$ cat src/rtl/mclk_div_pkg.sv
package mclk_div_pkg;
   localparam int SRC_SEL_W = 2;
   localparam int SRC_COUNT = 1 << SRC_SEL_W;
   localparam int CHAN_CNT  = 2;

   typedef enum logic [SRC_SEL_W-1:0] {
      SRC_XTAL     = 2'd0,
      SRC_PLL_FAST = 2'd1,
      SRC_PLL_SLOW = 2'd2,
      SRC_EXT_MCLK = 2'd3
   } src_sel_e;
endpackage

$ cat src/rtl/mclk_tick_mux.sv
module mclk_tick_mux #(
   parameter int SEL_W   = 2,
   parameter int NUM_SRC = 4
) (
   input  logic [NUM_SRC-1:0] src_tick,
   input  logic [SEL_W-1:0]   sel,
   output logic               tick
);
   if (NUM_SRC != (1 << SEL_W)) begin : g_bad_src
      $error("NUM_SRC must equal 2**SEL_W");
   end

   logic [NUM_SRC-1:0] hit;

   for (genvar s = 0; s < NUM_SRC; s++) begin : g_src
      assign hit[s] = src_tick[s] && (sel == SEL_W'(s));
   end

   assign tick = |hit;
endmodule

$ cat src/rtl/mclk_frac_seq.sv
module mclk_frac_seq #(
   parameter int DIV_W  = 8,
   parameter int FRAC_W = 6,
   parameter int SEL_W  = 2
) (
   input  logic              clk,
   input  logic              rst_n,
   input  logic              load,
   input  logic              adv,
   input  logic [DIV_W-1:0]  n_in,
   input  logic [FRAC_W-1:0] num_in,
   input  logic [FRAC_W-1:0] den_in,
   input  logic [SEL_W-1:0]  sel_in,
   output logic [DIV_W-1:0]  n_eff,
   output logic              long_now,
   output logic [SEL_W-1:0]  sel_q
);
   if (DIV_W < 2) begin : g_bad_div
      $error("DIV_W must be at least 2");
   end
   if (FRAC_W < 1) begin : g_bad_frac
      $error("FRAC_W must be at least 1");
   end

   // configuration decoded from the live inputs, applied at a run start
   logic              frac_d, small_d;
   logic [FRAC_W-1:0] rest_d, minor_d, major_d, div_by, x_d, y_d;
   logic [DIV_W-1:0]  n_d;

   assign frac_d  = (num_in != '0) && (den_in != '0) && (num_in < den_in);
   assign rest_d  = den_in - num_in;
   assign small_d = {num_in, 1'b0} <= {1'b0, den_in};
   assign minor_d = small_d ? num_in : rest_d;
   assign major_d = small_d ? rest_d : num_in;
   assign div_by  = (minor_d == '0) ? FRAC_W'(1) : minor_d;
   assign x_d     = major_d / div_by;
   assign y_d     = den_in - minor_d * (x_d + FRAC_W'(1));
   assign n_d     = (n_in < DIV_W'(2)) ? DIV_W'(2) : n_in;

   // run state
   logic              frac_q, minor_long_q, in_tail_q;
   logic [FRAC_W-1:0] x_q, z_q, y_q, p_q, g_q, t_q;
   logic [DIV_W-1:0]  n_q;
   logic              run_end, minor_now, load_now;

   always_comb begin
      if (!frac_q)        run_end = 1'b1;
      else if (in_tail_q) run_end = (t_q == y_q - FRAC_W'(1));
      else                run_end = (p_q == x_q) && (g_q == z_q - FRAC_W'(1)) && (y_q == '0);
   end

   assign minor_now = minor_long_q ? (p_q == x_q) : (p_q == '0);
   assign long_now  = frac_q && (in_tail_q ? !minor_long_q : (minor_now == minor_long_q));
   assign load_now  = load || (adv && run_end);
   assign n_eff     = n_q;

   always_ff @(posedge clk) begin
      if (!rst_n) begin
         n_q          <= DIV_W'(2);
         sel_q        <= '0;
         frac_q       <= 1'b0;
         minor_long_q <= 1'b0;
         in_tail_q    <= 1'b0;
         x_q          <= '0;
         z_q          <= '0;
         y_q          <= '0;
         p_q          <= '0;
         g_q          <= '0;
         t_q          <= '0;
      end else if (load_now) begin
         n_q          <= n_d;
         sel_q        <= sel_in;
         frac_q       <= frac_d;
         minor_long_q <= small_d;
         in_tail_q    <= 1'b0;
         x_q          <= x_d;
         z_q          <= minor_d;
         y_q          <= y_d;
         p_q          <= '0;
         g_q          <= '0;
         t_q          <= '0;
      end else if (adv) begin
         if (in_tail_q) begin
            t_q <= t_q + FRAC_W'(1);
         end else if (p_q == x_q) begin
            p_q <= '0;
            if (g_q == z_q - FRAC_W'(1)) begin
               in_tail_q <= 1'b1;
               t_q       <= '0;
            end else begin
               g_q <= g_q + FRAC_W'(1);
            end
         end else begin
            p_q <= p_q + FRAC_W'(1);
         end
      end
   end

   // group position never passes the group size or group count
   a_r4_grp_bounds: assert property (@(posedge clk) disable iff (!rst_n)
      (frac_q && !in_tail_q) |-> (p_q <= x_q && g_q < z_q));

   // tail index stays inside the tail length
   a_r3_tail_bounds: assert property (@(posedge clk) disable iff (!rst_n)
      (frac_q && in_tail_q) |-> (t_q < y_q));
endmodule

$ cat src/rtl/mclk_period_gen.sv
module mclk_period_gen #(
   parameter int DIV_W = 8
) (
   input  logic             clk,
   input  logic             rst_n,
   input  logic             run,
   input  logic             tick,
   input  logic [DIV_W-1:0] n_eff,
   input  logic             long_now,
   output logic             adv,
   output logic             mclk
);
   localparam int LEN_W = DIV_W + 1;

   logic [LEN_W-1:0] per_len, half_len, cnt_q;
   logic             last;

   assign per_len  = {1'b0, n_eff} + LEN_W'(long_now);
   assign half_len = per_len >> 1;
   assign last     = (cnt_q == per_len - LEN_W'(1));
   assign adv      = run && tick && last;
   assign mclk     = run && (cnt_q < half_len);

   always_ff @(posedge clk) begin
      if (!rst_n || !run) cnt_q <= '0;
      else if (tick)      cnt_q <= last ? '0 : cnt_q + LEN_W'(1);
   end

   // the tick count never exceeds the length of the period in progress
   a_r8_cnt_in_range: assert property (@(posedge clk) disable iff (!rst_n)
      cnt_q < per_len);

   // the period length cannot change while a period is under way
   a_r8_len_hold: assert property (@(posedge clk) disable iff (!rst_n)
      (cnt_q != '0) |-> $stable(per_len));

   // a rising edge only appears at a period boundary or at enable
   a_r6_rise_at_start: assert property (@(posedge clk) disable iff (!rst_n)
      $rose(mclk) |-> ($past(adv) || $rose(run)));
endmodule

$ cat src/rtl/mclk_frac_div.sv
module mclk_frac_div
   import mclk_div_pkg::*;
#(
   parameter int DIV_W  = 8,
   parameter int FRAC_W = 6
) (
   input  logic                 clk,
   input  logic                 rst_n,
   input  logic [SRC_COUNT-1:0] src_tick,
   input  logic [SRC_SEL_W-1:0] tx_src_sel,
   input  logic [DIV_W-1:0]     tx_div_int,
   input  logic [FRAC_W-1:0]    tx_frac_num,
   input  logic [FRAC_W-1:0]    tx_frac_den,
   input  logic                 tx_clk_on,
   input  logic [SRC_SEL_W-1:0] rx_src_sel,
   input  logic [DIV_W-1:0]     rx_div_int,
   input  logic [FRAC_W-1:0]    rx_frac_num,
   input  logic [FRAC_W-1:0]    rx_frac_den,
   input  logic                 rx_clk_on,
   input  logic                 mclk_use_rx,
   output logic                 tx_mclk,
   output logic                 rx_mclk,
   output logic                 mclk_out
);
   logic [SRC_SEL_W-1:0] sel_a  [CHAN_CNT];
   logic [DIV_W-1:0]     div_a  [CHAN_CNT];
   logic [FRAC_W-1:0]    num_a  [CHAN_CNT];
   logic [FRAC_W-1:0]    den_a  [CHAN_CNT];
   logic                 on_a   [CHAN_CNT];
   logic                 mclk_a [CHAN_CNT];

   assign sel_a[0] = tx_src_sel;  assign sel_a[1] = rx_src_sel;
   assign div_a[0] = tx_div_int;  assign div_a[1] = rx_div_int;
   assign num_a[0] = tx_frac_num; assign num_a[1] = rx_frac_num;
   assign den_a[0] = tx_frac_den; assign den_a[1] = rx_frac_den;
   assign on_a[0]  = tx_clk_on;   assign on_a[1]  = rx_clk_on;

   for (genvar c = 0; c < CHAN_CNT; c++) begin : g_chan
      logic                 act_q, tick, adv, long_now;
      logic [DIV_W-1:0]     n_eff;
      logic [SRC_SEL_W-1:0] sel_q;

      always_ff @(posedge clk) begin
         if (!rst_n) act_q <= 1'b0;
         else        act_q <= on_a[c];
      end

      mclk_tick_mux #(.SEL_W(SRC_SEL_W), .NUM_SRC(SRC_COUNT)) i_mux (
         .src_tick (src_tick),
         .sel      (sel_q),
         .tick     (tick)
      );

      mclk_frac_seq #(.DIV_W(DIV_W), .FRAC_W(FRAC_W), .SEL_W(SRC_SEL_W)) i_seq (
         .clk      (clk),
         .rst_n    (rst_n),
         .load     (!act_q),
         .adv      (adv),
         .n_in     (div_a[c]),
         .num_in   (num_a[c]),
         .den_in   (den_a[c]),
         .sel_in   (sel_a[c]),
         .n_eff    (n_eff),
         .long_now (long_now),
         .sel_q    (sel_q)
      );

      mclk_period_gen #(.DIV_W(DIV_W)) i_gen (
         .clk      (clk),
         .rst_n    (rst_n),
         .run      (act_q),
         .tick     (tick),
         .n_eff    (n_eff),
         .long_now (long_now),
         .adv      (adv),
         .mclk     (mclk_a[c])
      );

      // a channel switched off is low one cycle later
      a_r7_idle_low: assert property (@(posedge clk) disable iff (!rst_n)
         !on_a[c] |=> !mclk_a[c]);
   end

   assign tx_mclk  = mclk_a[0];
   assign rx_mclk  = mclk_a[1];
   assign mclk_out = mclk_use_rx ? mclk_a[1] : mclk_a[0];
endmodule

$ cat config.mk
export PLATFORM = sky130hd
export DESIGN_NAME = mclk_frac_div
export DESIGN_NICKNAME = d
export VERILOG_FILES = /design/src/rtl/mclk_div_pkg.sv /design/src/rtl/mclk_tick_mux.sv /design/src/rtl/mclk_frac_seq.sv /design/src/rtl/mclk_period_gen.sv /design/src/rtl/mclk_frac_div.sv
export SDC_FILE = /design/constraint.sdc
export NUM_CORES = 1
export LEC_CHECK = 0
export ABC_AREA = 1
export ABC_CLOCK_PERIOD_IN_PS = 14410
export BUFFER_PORTS_ARGS = -buffer_cell sky130_fd_sc_hd__buf_4
export CAP_MARGIN = 40
export CORE_MARGIN = 2
export CORE_UTILIZATION = 55
export CTS_CLUSTER_SIZE = 24
export DETAILED_ROUTE_END_ITERATION = 12
export GPL_TIMING_DRIVEN = 0
export PLACE_DENSITY = 0.8
export SETUP_SLACK_MARGIN = 0.05
export SLEW_MARGIN = 40
export SYNTH_ARGS = -nofsm -noshare
export SYNTH_HDL_FRONTEND = slang
export SYNTH_SLANG_ARGS = --single-unit
$ cat constraint.sdc
create_clock -name clk -period 14.41 [get_ports clk]
set_input_delay 0.7205 -clock clk [delete_from_list [all_inputs] [get_ports clk]]
set_output_delay 0.7205 -clock clk [all_outputs]
set_load 0.01 [all_outputs]
# Word level (Yosys, flattened, before mapping)
# Index checks and enable logic that the tools add are counted.
[word_totals] ff_bits=118 elab_cells=175 in_bits=53 out_inout_bits=3
[classes] bitwise_logic=5 muxes=33 magnitude_cmp=8 n_reduce_logical=61 n_addsub=22 mul=2 n_eq_ne=16 n_div=2
[op_table] operator="6-bit two-way mux" count=14
[op_table] operator="6-bit by 1-bit adder with 6-bit output (second input constant)" count=8
[op_table] operator="6-bit == test" count=6
[op_table] operator="6-bit logical NOT" count=6
[op_table] operator="1-bit logical AND" count=26
[op_table] operator="6-bit nonzero test" count=4
[op_table] operator="6-bit by 1-bit subtractor with 6-bit output (second input constant)" count=4
[op_table] operator="6-bit subtractor" count=4
[op_table] operator="8-bit by 1-bit adder with 9-bit output" count=2
[op_table] operator="9-bit by 1-bit adder with 9-bit output (second input constant)" count=2
[op_table] operator="9-bit == test" count=2
[op_table] operator="9-bit by 8-bit < comparator with 1-bit output" count=2
[op_table] operator="9-bit two-way mux" count=2
[op_table] operator="9-bit by 1-bit subtractor with 9-bit output (second input constant)" count=2
[op_table] operator="8-bit by 2-bit < comparator with 1-bit output (second input constant)" count=2
[op_table] operator="8-bit two-way mux" count=2
[op_table] operator="1-bit two-way mux" count=15
[op_table] operator="7-bit by 6-bit <= comparator with 1-bit output" count=2
[op_table] operator="6-bit by 6-bit divider with 6-bit output" count=2
[op_table] operator="6-bit < comparator" count=2
[op_table] operator="6-bit by 6-bit multiplier with 6-bit output" count=2
[op_table] operator="2-bit == test (second input constant)" count=4
[op_table] operator="4-bit AND reduction" count=2
[op_table] operator="2-bit nonzero test" count=4
[op_table] operator="10 further kinds" count=28

# Depth between registers and ports, before layout
[logic_depth] ltp_word=12 mapped_depth=85 mapped_depth_nobuf=84

# By module
# A second synthesis with hierarchy kept.
[unflattened] cells_unflattened=1816 hier_area_um2=11890.2
[modules_own_cells] mod="mclk_frac_seq at g_chan[0].i_seq" cells_each=691 area_each_um2=4737.0 instances=1 seq_area_each_um2=980.9
[modules_own_cells] mod="mclk_frac_seq at g_chan[1].i_seq" cells_each=693 area_each_um2=4675.7 instances=1 seq_area_each_um2=980.9
[modules_own_cells] mod="mclk_period_gen" cells_each=197 area_each_um2=1148.6 instances=2 seq_area_each_um2=180.2
[modules_own_cells] mod="mclk_tick_mux" cells_each=13 area_each_um2=51.3 instances=2 seq_area_each_um2=0.0
[modules_own_cells] mod="mclk_frac_div" cells_each=12 area_each_um2=77.6 instances=1 seq_area_each_um2=40.0

# Worst setup path before layout
# OpenSTA, ideal clock, no wires.
[synth_path] path_type="input to register" startpoint="input port rx_frac_den[2]" endpoint="register g_chan[1].i_seq.y_q[5]" setup_time_ns=0.117 slack_ns=2.428 t_arrival_ns=11.865 path_stages=76 t_required_ns=14.293 path_buffers=3 cell_sequence="inv_1 -> ha_1 -> nand2_1 -> nand2_1 -> nand3_1 -> nand3_1 -> nand2_1 -> buf_4 -> clkbuf_1 -> o21ai_0 -> nor2_1 -> ha_1 -> nor2_1 -> nor2_1 -> o21a_1 -> ha_1 -> o21ai_0 -> inv_1 -> (+40 left out) -> fa_1 -> inv_1 -> ha_1 -> fa_1 -> inv_1 -> fa_1 -> ha_1 -> nand2_1 -> nor2_1 -> o21ai_0 -> o211ai_1 -> xor2_1 -> xor2_1 -> nand3_1 -> nand3_1 -> nand2_1 -> nor2_1 -> nor2_1"
[synth_via] elab_chain_len=8 elab_cells_between_ends=10 classes_between="add/sub: 3; mul: 1; div: 1; order compare: 1; mux: 3; reduce/logical: 1"
[synth_rtl] element="from (decl)" line_no="mclk_frac_div.sv:18" source="input logic [FRAC_W-1:0] rx_frac_den,"
[synth_rtl] element="6-bit subtractor or 7-bit by 6-bit <= comparator with 1-bit output (tied branches)" line_no="mclk_frac_seq.sv:31, mclk_frac_seq.sv:32"
[synth_rtl] element="6-bit two-way mux" line_no="mclk_frac_seq.sv:33" source="assign minor_d = small_d ? num_in : rest_d;"
[synth_rtl] element="6-bit logical NOT" line_no="mclk_frac_seq.sv:35" source="assign div_by = (minor_d == '0) ? FRAC_W'(1) : minor_d;"
[synth_rtl] element="6-bit two-way mux" line_no="mclk_frac_seq.sv:35"
[synth_rtl] element="6-bit by 6-bit divider with 6-bit output (*)" line_no="mclk_frac_seq.sv:36" source="assign x_d = major_d / div_by;"
[synth_rtl] element="named net g_chan[1].i_seq.x_d[1]" line_no="mclk_frac_seq.sv:27" source="logic [FRAC_W-1:0] rest_d, minor_d, major_d, div_by, x_d, y_d;"
[synth_rtl] element="6-bit by 1-bit adder with 6-bit output (*)" line_no="mclk_frac_seq.sv:37" source="assign y_d = den_in - minor_d * (x_d + FRAC_W'(1));"
[synth_rtl] element="6-bit by 6-bit multiplier with 6-bit output (*)" line_no="mclk_frac_seq.sv:37"
[synth_rtl] element="6-bit subtractor (*)" line_no="mclk_frac_seq.sv:37"
[synth_rtl] element="to (signal assigned)" line_no="mclk_frac_seq.sv:78" source="y_q <= y_d;"
[synth_rtl] element="to (decl)" line_no="mclk_frac_seq.sv:42" source="logic [FRAC_W-1:0] x_q, z_q, y_q, p_q, g_q, t_q;"
# The timed path passes the listed nets; every way through them passes the cells marked *.
# A chain may end at the register's enable or synchronous reset.

# Final worst setup path
[layout_path] startpoint="input port tx_frac_den[3]" endpoint="register g_chan[0].i_seq.y_q[5]"
[layout_via] elab_chain_len=8 elab_cells_between_ends=10 classes_between="add/sub: 3; mul: 1; div: 1; order compare: 1; mux: 3; reduce/logical: 1"
[layout_rtl] element="from (decl)" line_no="mclk_frac_div.sv:13" source="input logic [FRAC_W-1:0] tx_frac_den,"
[layout_rtl] element="6-bit subtractor or 7-bit by 6-bit <= comparator with 1-bit output (tied branches)" line_no="mclk_frac_seq.sv:31, mclk_frac_seq.sv:32"
[layout_rtl] element="6-bit two-way mux" line_no="mclk_frac_seq.sv:33"
[layout_rtl] element="6-bit logical NOT" line_no="mclk_frac_seq.sv:35"
[layout_rtl] element="6-bit two-way mux" line_no="mclk_frac_seq.sv:35"
[layout_rtl] element="6-bit by 6-bit divider with 6-bit output (*)" line_no="mclk_frac_seq.sv:36"
[layout_rtl] element="named net g_chan[0].i_seq.x_d[1]" line_no="mclk_frac_seq.sv:27"
[layout_rtl] element="6-bit by 1-bit adder with 6-bit output (*)" line_no="mclk_frac_seq.sv:37"
[layout_rtl] element="6-bit by 6-bit multiplier with 6-bit output (*)" line_no="mclk_frac_seq.sv:37"
[layout_rtl] element="6-bit subtractor (*)" line_no="mclk_frac_seq.sv:37"
[layout_rtl] element="to (signal assigned)" line_no="mclk_frac_seq.sv:78"
[layout_rtl] element="to (decl)" line_no="mclk_frac_seq.sv:42"
# Marks and branches as above.

==> out/qor.yml <==
worstMarginPinSlew_ns: 0.814
grt_pass1_wl_mm: 48.1
p_total_mw: 2.46
n_fill_cell: 1931
area_growth_pct: 12.0
multi_input_area_mm2: 0.00818
rsz0062_at_grt: "no"
ir_drop_uv: 141
grt_start_max_net_pins: 17
grt_pass1_vias: 10700
fin_crit_sh_pct: 91.0
synth_largest_area_cell: "dfxtp_1"
crit_start: "tx_frac_den[3]"
avgSynthCellArea_um2: 6.53
drive_gt1_share_pct: 7.92
async_reset_ff_share_pct: 0
antenna_found_initial: 0
clk_pin_slew_worst_paths_ns: 0.06
cts_tree: "built"
critPathKind: "in -> reg"
vias_per_cell: 5.33
cts_buffers: 17
routed_wl_mm: 28.0
portBuffers: 54
hold_violations: 0
ys_seq_elements: 118
synth-warning-count: 0
cts_sinks: 118
end_kind: "flip-flop"
final_common_cell: "nand2_1"
cts_root_buffer: "clkbuf_16"
relSlewSlack_pct: 45.1
synth.area.top_cells: "dfxtp_1, ha_1, nand2_1, inv_1, nor2_1"
start_util_pct: 55.7
max_freq_ghz: 0.0762
slew_violations: 0
seq_area_frac_synth_pct: 20.3
nets: 2054
cp_slowest_cell: "o21ai_0"
hold_path.class: "reg -> reg"
rr_startpoint: "g_chan[0].i_seq.p_q[2]"
diodes: 0
crit_path_frequent_cell: "nand2_1"
pre_cts_slack_ns: 0.126
yosysTopAreaCellShare_pct: 20.3
syn-cell-area_mm2: 0.0116
synthCells: 1781
crit_arrival_ns: 13.43
gr-usage-all-layers_pct: 25.9
rows: 53
status: "complete, no violations"
ant_nets: 0
timing.final.ws_setup_ns: 1.29
post-route-util_pct: 62.3
synth_edf_count: 0
h-tree-depth: 4
crit_end: "g_chan[0].i_seq.y_q[5]"
core_mm2: 0.0209
die_h_um: 149
mostFrequentLayoutCells: "nand2_1, inv_1, nor2_1"
critPathLaunchType: "primary input"
hpwlAfterDp_mm: 22.2
ys.flop_type: "dfxtp_1"
insertion_delay_ns: 0.42
overflow: 0
yosysUniqueCellTypes: 50
required_ns: 14.72
wl_per_cell_um: 13.1
clock_skew_ns: 0.00825
io_pins: 56
min_delay_path_depth: 2
critPathMaxFanout: 10
finalSetupViolCount: 0
min_period_ns: 13.12
num_vias: 11400
finalSetupTns_ns: 0
cts.path.max_buffers: 2
cp_slowest_stage_delay_ns: 0.71
cap_violations: 0
seq_area_mm2: 0.00236
drt_iter0_drc: 869
gp_congestion: 0.898
power.density_mw_per_mm2: 189
p_leak_nw: 6.31
drtPass1Iterations: 5
reg2reg_depth: 25
r2r_slack_ns: 9.35
rr_endpoint: "g_chan[0].i_seq.t_q[5]"
dieArea_mm2: 0.0223
syn_nets: 1980
die_w_um: 149
drc: 0
[flip-flops by register name (all words and copies together) (netlist names)]
name,count
g_chan.i_seq.g_q,12
g_chan.i_seq.minor_long_q,2
g_chan.act_q,2
g_chan.i_seq.sel_q,4
g_chan.i_seq.in_tail_q,2
g_chan.i_seq.x_q,12
g_chan.i_seq.y_q,12
g_chan.i_seq.p_q,12
g_chan.i_seq.n_eff,16
g_chan.i_seq.t_q,12
g_chan.i_gen.cnt_q,18
g_chan.i_seq.frac_q,2
g_chan.i_seq.z_q,12
[critical path, delay by kind of cell]
| kind | cells | cell delay, ns |
|---|---|---|
| adder cells (fa/ha/maj) | 13 | 4.69 |
| AO/OA/AOI/OAI | 13 | 2.65 |
| AND/OR/NAND/NOR | 34 | 4.13 |
| buffers and inverters | 14 | 1.20 |
[metrics by stage]
stage          hold WS (ns)  cell area, µm²  instances
6_report              0.460           13000       2143
5_1_grt               0.489           13000       2143
4_1_cts               0.463           13000       2142
3_5_place_dp          0.455           12400       2110
3_3_place_gp          0.447           12400       2110
2_1_floorplan         0.435           11600       1781
[logic make-up after synthesis]
logic type,count (synthesis),share of synthesized area (%)
mux,1,0.0969
simple gates,874,32.3
compound gates,241,11.5
fa+ha+maj,146,16.7
buf+inv,278,9.49
xor+xnor,123,9.59
flops,118,20.3
[layout make-up]
class / instances / share of cell area [%]
multi-input combinational: 1385 / 62.9
sequential: 118 / 18.1
inverter: 246 / 7.09
clock buffer: 17 / 3.27
timing repair buffer: 56 / 3.23
tap: 275 / 2.64
clock inverter: 15 / 1.37
buffer: 31 / 1.36
[synth_stat cells, types with 2 or more instances]
| cell | number |
|---|---|
| a211oi_1 | 5 |
| a21o_1 | 2 |
| a21oi_1 | 88 |
| a31oi_1 | 3 |
| and3_1 | 2 |
| buf_2 | 9 |
| buf_4 | 3 |
| buf_6 | 5 |
| clkbuf_1 | 15 |
| dfxtp_1 | 118 |
| fa_1 | 15 |
| ha_1 | 131 |
| inv_1 | 241 |
| inv_2 | 4 |
| nand2_1 | 406 |
| nand2_2 | 2 |
| nand3_1 | 126 |
| nand3_2 | 4 |
| nand3b_1 | 13 |
| nand4_1 | 39 |
| nor2_1 | 224 |
| nor2_2 | 5 |
| nor2_4 | 2 |
| nor3_1 | 25 |
| nor3b_1 | 2 |
| nor4_1 | 10 |
| o211ai_1 | 5 |
| o21a_1 | 5 |
| o21ai_0 | 107 |
| o21ai_2 | 2 |
| o21bai_1 | 15 |
| o221ai_1 | 2 |
| o31ai_1 | 2 |
| or2_2 | 9 |
| xnor2_1 | 39 |
| xnor2_2 | 2 |
| xor2_1 | 79 |
| xor2_2 | 3 |
[worst min-delay path by stage]
stage                                   startpoint  slack, ns                       end
after floorplan           g_chan[0].i_seq.n_eff[0]       0.43  g_chan[0].i_seq.n_eff[0]
after global placement      g_chan[0].i_seq.x_q[2]       0.45    g_chan[0].i_seq.x_q[2]
after detailed placement    g_chan[0].i_seq.x_q[2]       0.45    g_chan[0].i_seq.x_q[2]
after CTS                   g_chan[0].i_seq.x_q[2]       0.46    g_chan[0].i_seq.x_q[2]
after global routing      g_chan[1].i_gen.cnt_q[8]       0.49  g_chan[1].i_gen.cnt_q[8]
final                       g_chan[0].i_seq.x_q[2]       0.46    g_chan[0].i_seq.x_q[2]
[routing by layer]
layer,wire (µm),GRT usage (%),vias up
met5,0,0,-
met2,12900,43.8,228
met1,13600,34.1,5208
li1,-,-,5936
met4,663,8.10,0
met3,891,3.46,47
[report_power, final]
part           internal, mW  switching [mW]  total, mW
logic                 0.652           0.992       1.64
clock network         0.273           0.163      0.435
registers             0.360          0.0250      0.385
[timing repair]
item,CTS,global route
setup buffers,0,2
hold buffers,0,0
setup endpoints to repair,0,3
resized for setup,0,12
Power figures use the tool's default switching activity.
